$ cat src/rtl/pit_pkg.sv
package pit_pkg;
  localparam int BYTE_W = 8;
  localparam int CNT_W  = 2 * BYTE_W;
  localparam int DIGITS = CNT_W / 4;

  typedef enum logic [1:0] {
    ACC_NONE = 2'b00,
    ACC_LO   = 2'b01,
    ACC_HI   = 2'b10,
    ACC_LOHI = 2'b11
  } access_e;

  // field order is what software encodes, so it is kept MSB first
  typedef struct packed {
    logic [1:0] chan;
    access_e    acc;
    logic [2:0] mode;
    logic       bcd;
  } ctrl_word_t;

  function automatic logic [CNT_W-1:0] dec_bin(input logic [CNT_W-1:0] v);
    return v - 1'b1;
  endfunction

  // digit-serial borrow chain; 0000 wraps to 9999
  function automatic logic [CNT_W-1:0] dec_bcd(input logic [CNT_W-1:0] v);
    logic [CNT_W-1:0] r;
    logic             borrow;
    logic [3:0]       nib;
    r      = v;
    borrow = 1'b1;
    for (int i = 0; i < DIGITS; i++) begin
      nib = v[4*i +: 4];
      if (borrow) begin
        if (nib == 4'd0) begin
          nib = 4'd9;
        end else begin
          nib    = nib - 4'd1;
          borrow = 1'b0;
        end
      end
      r[4*i +: 4] = nib;
    end
    return r;
  endfunction

  function automatic logic [CNT_W-1:0] dec_step(input logic [CNT_W-1:0] v,
                                                input logic bcd);
    return bcd ? dec_bcd(v) : dec_bin(v);
  endfunction

  function automatic logic bcd_valid(input logic [CNT_W-1:0] v);
    logic ok;
    ok = 1'b1;
    for (int i = 0; i < DIGITS; i++) begin
      if (v[4*i +: 4] > 4'd9) ok = 1'b0;
    end
    return ok;
  endfunction
endpackage

$ cat src/rtl/pit_cw_decode.sv
module pit_cw_decode
  import pit_pkg::*;
#(
  parameter logic [1:0] CHAN_ID = 2'd0
) (
  input  logic              cw_wr,
  input  logic [BYTE_W-1:0] wdata,
  output logic              cw_accept,
  output ctrl_word_t        cw
);
  logic chan_hit;
  logic acc_ok;
  logic mode_ok;

  always_comb begin
    cw        = ctrl_word_t'(wdata);
    chan_hit  = (cw.chan == CHAN_ID);
    acc_ok    = (cw.acc != ACC_NONE);
    mode_ok   = (cw.mode == 3'b000);
    cw_accept = cw_wr && chan_hit && acc_ok && mode_ok;
  end
endmodule

$ cat src/rtl/pit_load_seq.sv
module pit_load_seq
  import pit_pkg::*;
(
  input  logic              clk,
  input  logic              rst_n,
  input  logic              cw_accept,
  input  ctrl_word_t        cw,
  input  logic              data_wr,
  input  logic [BYTE_W-1:0] wdata,
  output logic              bcd_mode,
  output logic              load_strobe,
  output logic [CNT_W-1:0]  load_value,
  output logic              pause_strobe
);
  access_e           acc_q;
  logic              bcd_q;
  logic              hi_next_q;
  logic [BYTE_W-1:0] lo_q;
  logic              data_ok;

  assign bcd_mode = bcd_q;

  always_comb begin
    data_ok      = data_wr && !cw_accept && (acc_q != ACC_NONE);
    load_strobe  = 1'b0;
    pause_strobe = 1'b0;
    load_value   = '0;
    unique case (acc_q)
      ACC_LO: begin
        load_strobe = data_ok;
        load_value  = {{BYTE_W{1'b0}}, wdata};
      end
      ACC_HI: begin
        load_strobe = data_ok;
        load_value  = {wdata, {BYTE_W{1'b0}}};
      end
      ACC_LOHI: begin
        load_strobe  = data_ok && hi_next_q;
        pause_strobe = data_ok && !hi_next_q;
        load_value   = {wdata, lo_q};
      end
      default: ;
    endcase
  end

  always_ff @(posedge clk) begin
    if (!rst_n) begin
      acc_q     <= ACC_NONE;
      bcd_q     <= 1'b0;
      hi_next_q <= 1'b0;
      lo_q      <= '0;
    end else if (cw_accept) begin
      acc_q     <= cw.acc;
      bcd_q     <= cw.bcd;
      hi_next_q <= 1'b0;
    end else if (data_ok && acc_q == ACC_LOHI) begin
      hi_next_q <= !hi_next_q;
      if (!hi_next_q) lo_q <= wdata;
    end
  end
endmodule

$ cat src/rtl/pit_down_core.sv
module pit_down_core
  import pit_pkg::*;
(
  input  logic             clk,
  input  logic             rst_n,
  input  logic             count_tick,
  input  logic             gate,
  input  logic             bcd_mode,
  input  logic             halt,
  input  logic             load_strobe,
  input  logic [CNT_W-1:0] load_value,
  output logic [CNT_W-1:0] cnt_q,
  output logic             running_q,
  output logic             out_q,
  output logic             term_hit
);
  logic             step_en;
  logic [CNT_W-1:0] cnt_nxt;

  always_comb begin
    step_en  = running_q && count_tick && gate && !halt && !load_strobe;
    cnt_nxt  = dec_step(cnt_q, bcd_mode);
    term_hit = step_en && (cnt_nxt == '0);
  end

  always_ff @(posedge clk) begin
    if (!rst_n) begin
      cnt_q     <= '0;
      running_q <= 1'b0;
      out_q     <= 1'b0;
    end else if (load_strobe) begin
      cnt_q     <= load_value;
      running_q <= 1'b1;
      out_q     <= 1'b0;
    end else if (halt) begin
      running_q <= 1'b0;
      out_q     <= 1'b0;
    end else if (step_en) begin
      cnt_q <= cnt_nxt;
      if (term_hit) out_q <= 1'b1;
    end
  end
endmodule

$ cat src/rtl/pit_counter_chan.sv
module pit_counter_chan
  import pit_pkg::*;
#(
  parameter logic [1:0] CHAN_ID = 2'd0
) (
  input  logic       clk,
  input  logic       rst_n,
  input  logic       count_tick,
  input  logic       gate,
  input  logic       cw_wr,
  input  logic       data_wr,
  input  logic [7:0] wdata,
  output logic       out
);
  ctrl_word_t       cw;
  logic             cw_accept;
  logic             bcd_mode;
  logic             load_strobe;
  logic             pause_strobe;
  logic [CNT_W-1:0] load_value;
  logic [CNT_W-1:0] cnt_value;
  logic             running;
  logic             term_hit;
  logic             halt;

  assign halt = cw_accept || pause_strobe;

  pit_cw_decode #(.CHAN_ID(CHAN_ID)) i_decode (
    .cw_wr     (cw_wr),
    .wdata     (wdata),
    .cw_accept (cw_accept),
    .cw        (cw)
  );

  pit_load_seq i_load (
    .clk          (clk),
    .rst_n        (rst_n),
    .cw_accept    (cw_accept),
    .cw           (cw),
    .data_wr      (data_wr),
    .wdata        (wdata),
    .bcd_mode     (bcd_mode),
    .load_strobe  (load_strobe),
    .load_value   (load_value),
    .pause_strobe (pause_strobe)
  );

  pit_down_core i_core (
    .clk         (clk),
    .rst_n       (rst_n),
    .count_tick  (count_tick),
    .gate        (gate),
    .bcd_mode    (bcd_mode),
    .halt        (halt),
    .load_strobe (load_strobe),
    .load_value  (load_value),
    .cnt_q       (cnt_value),
    .running_q   (running),
    .out_q       (out),
    .term_hit    (term_hit)
  );
endmodule

$ cat config.mk
export PLATFORM = sky130hd
export DESIGN_NAME = pit_counter_chan
export DESIGN_NICKNAME = d
export VERILOG_FILES = /design/src/rtl/pit_pkg.sv /design/src/rtl/pit_cw_decode.sv /design/src/rtl/pit_load_seq.sv /design/src/rtl/pit_down_core.sv /design/src/rtl/pit_counter_chan.sv
export SDC_FILE = /design/constraint.sdc
export NUM_CORES = 1
export LEC_CHECK = 0
export ABC_AREA = 0
export BUFFER_PORTS_ARGS = -buffer_cell sky130_fd_sc_hd__buf_2
export CORE_MARGIN = 5
export CORE_UTILIZATION = 35
export CTS_CLUSTER_DIAMETER = 30
export DETAILED_ROUTE_END_ITERATION = 16
export MAX_ROUTING_LAYER = met4
export PLACE_DENSITY_LB_ADDON = 0.1
export SETUP_SLACK_MARGIN = 0.05
export SYNTH_ARGS = -nofsm -noshare
export SYNTH_HDL_FRONTEND = slang
export SYNTH_SLANG_ARGS = --single-unit
$ cat constraint.sdc
create_clock -name clk -period 7.2 [get_ports clk]
set_input_delay 0.72 -clock clk [delete_from_list [all_inputs] [get_ports clk]]
set_output_delay 0.72 -clock clk [all_outputs]
set_load 0.05 [all_outputs]
==> results.sh <==
export IMPL_viasPerCell=5.590
export IMPL_syn_area_per_cell_um2=7.917
export IMPL_min_path_type="flip-flop to flip-flop"
export IMPL_boundaryPins=15
export IMPL_insertion_delay_ns=0.29
export IMPL_globalRoute_totalOverflow=0
export IMPL_path_max_fanout=13
export IMPL_ant_nets=0
export IMPL_hold_viol_final=0
export IMPL_peakVddDrop_uv=85.65
export IMPL_fin_nets=300
export IMPL_ys_warnings_count=0
export IMPL_max_slew_margin_pct=49.49
export IMPL_ys_types=61
export IMPL_crit_required_ns=7.35
export IMPL_hold_buffers=0
export IMPL_drcViolationCount=0
export IMPL_grt_pass1_vias=1895
export IMPL_cts_setup_buffers=0
export IMPL_antenna_found_initial=0
export IMPL_cp_arrival_ns=2.91
export IMPL_port_buffers=14
export IMPL_cp_start_kind="primary input"
export IMPL_grt_pass1_wl_mm=9.887
export IMPL_cap_violations=0
export IMPL_setup_viol=0
export IMPL_ys_ff_latch=30
export IMPL_drt_iter0_drc=215
export IMPL_dieArea_um2=7821
export IMPL_fin_crit_ns=2.760
export IMPL_place_gp_congestion=0.8536
export IMPL_syn_instance_count=272
export IMPL_netlist_area_um2=2153
export IMPL_postLayoutCellArea_um2=2351
export IMPL_post_cts_resized=0
export IMPL_grt_max_degree=24
export IMPL_p_total_mw=0.3092
export IMPL_cts_tree="done"
export IMPL_fmax_ghz=0.3623
export IMPL_cts_root_buffer="clkbuf_8"
export IMPL_worst_pin_slew_ns=0.7568
export IMPL_skew_ns=0.007131
export IMPL_routedWlPerCell_um=16.97
export IMPL_syn_nets=293
export IMPL_start_util_pct=36.16
export IMPL_placed_cell_area_um2=2272
export IMPL_fp_row_count=28
export IMPL_totalNegativeSetupSlack_ns=0
export IMPL_h_tree_depth=2
export IMPL_grtUsageMet2_pct=25.90
export IMPL_use_met3_pct=2.514
export IMPL_antenna_cells=0
export IMPL_cts_reportedPaths_clkPinSlew_ns=0.06
export IMPL_r2r_cells=6
export IMPL_synth_main_ff_cell="dfxtp_1"
export IMPL_grt_use_met1_pct=22.43
export IMPL_grt_busiest_layer="met2"
export IMPL_vias=1979
export IMPL_crit_type="primary input to flip-flop"
export IMPL_yosysSeqAreaShare_pct=27.89
export IMPL_synth_edff_count=0
export IMPL_coreArea_um2=5956
export IMPL_grtUsageTotal_pct=16.90
export IMPL_whs_path_depth=2
export IMPL_mostFrequentLayoutCell="nand2_1"
export IMPL_layout_common_cells="35 x nand2_1, 30 x dfxtp_1, 27 x nor2_1"
export IMPL_die_w_um=88.44
export IMPL_die_height_um=88.44
export IMPL_clkSinkCount=30
export IMPL_area_growth_pct=9.180
export IMPL_synthArstFlopShare_pct=0
export IMPL_post_route_util_pct=39.47
export IMPL_cts_buffers=5
export IMPL_rsz0062_at_grt="no"
export IMPL_p_leak_nw=0.8584
export IMPL_run_status="finished, final reports clean"
export IMPL_timing_final_crit_share_pct=38.34
export IMPL_powerDensity_nw_per_um2=131.5
export IMPL_drv_slew=0
export IMPL_drive_gt1_share_pct=13.98
export IMPL_firstDrtPassIters=4
export IMPL_clock_path_buffers=2
export IMPL_end_kind="flip-flop"
export IMPL_hpwlAfterDp_mm=4.575
export IMPL_drt_wl_total_mm=6.007
## per-layer routing
metal | routed length [um] | up-vias
li1 | - | 1005
met1 | 2811 | 910
met2 | 2782 | 49
met3 | 261 | 15
met4 | 153 | 0
met5 | 0 | -
## cells in the mapped netlist, drive strengths merged (2+ instances only)
master | count | share of area, %
a311oi | 2 | 0.81
or4 | 5 | 1.9
o31ai | 2 | 0.93
nor4bb | 2 | 0.93
nor3 | 7 | 1.9
nor3b | 3 | 1.3
xor2 | 6 | 2.4
nor4 | 7 | 3.4
nor2 | 28 | 5.0
and3 | 2 | 0.58
clkbuf | 5 | 0.87
nand4 | 2 | 0.58
and2 | 2 | 0.58
o2111ai | 2 | 1.1
nor2b | 4 | 1.2
o211ai | 5 | 2.0
xnor2 | 4 | 1.6
o21ai | 12 | 2.8
ha | 7 | 4.1
nand2b | 3 | 1.2
mux2i | 12 | 5.6
nand3 | 5 | 1.2
a22oi | 9 | 3.1
a21oi | 19 | 4.4
or2 | 3 | 0.87
inv | 11 | 1.9
a211oi | 7 | 2.7
nand2 | 35 | 6.1
dfxtp | 30 | 28
or3 | 3 | 0.87
buf | 11 | 2.7
## worst max-delay path, cell delays in order
cell     delay, ns
buf_2         0.12
or4_1         0.58
or3_1         0.54
and2_1        0.38
mux2_1        0.37
a21oi_1       0.14
nor2_1        0.05
## cell type report
class,count,area [um2]
multi-input cells,215,1451
clock inverters,2,10.01
inverters,11,41.29
clock buffers,5,68.82
fillers,622,3605
well taps,75,93.84
flip-flops and latches,30,600.6
repair buffers,16,85.08
## logic make-up (layout without fill, tap and decap cells)
logic type / Yosys count / count (layout) / share of synthesized area (%)
AO/OA/AOI/OAI: 68 / 68 / 22.25
XOR/XNOR: 10 / 10 / 4.067
adder cells (fa/ha/maj): 7 / 7 / 4.067
buffers and inverters: 27 / 34 / 5.520
flip-flops: 30 / 30 / 27.89
multiplexers: 13 / 13 / 6.101
AND/OR/NAND/NOR: 117 / 117 / 30.10
## power by group
| part | total [mW] | switching, mW | internal [mW] |
|---|---|---|---|
| Sequential | 0.166 | 0.000303 | 0.166 |
| Combinational | 0.0136 | 0.00902 | 0.00462 |
| Clock | 0.129 | 0.0645 | 0.0647 |
## metrics by stage
stage                     worst slack (ns)  cells  hold WS, ns
final                                4.440    354       0.4566
after global routing                 4.303    354       0.4812
after CTS                            4.454    354       0.4613
after detailed placement             4.150    347       0.4517
after global placement               4.172    347       0.4426
after floorplan                      4.812    272       0.4280
## path summary, 6_finish.rpt
kind	from	endpoint	slack, ns
setup reg to reg	i_core.cnt_q[2]	i_core.out_q	4.63
hold / removal	i_core.running_q	i_core.running_q	0.46
hold reg to reg	i_core.running_q	i_core.running_q	0.46
setup / recovery	wdata[1]	i_core.cnt_q[5]	4.44
## flip-flops by register name (all words and copies together), names as in the netlist
signal and cells:
i_load.lo_q 8, i_load.hi_next_q 1, i_load.bcd_mode 1, i_core.out_q 1
i_core.running_q 1, i_load.acc_q 2, i_core.cnt_q 16
Power figures use the tool's default switching activity.
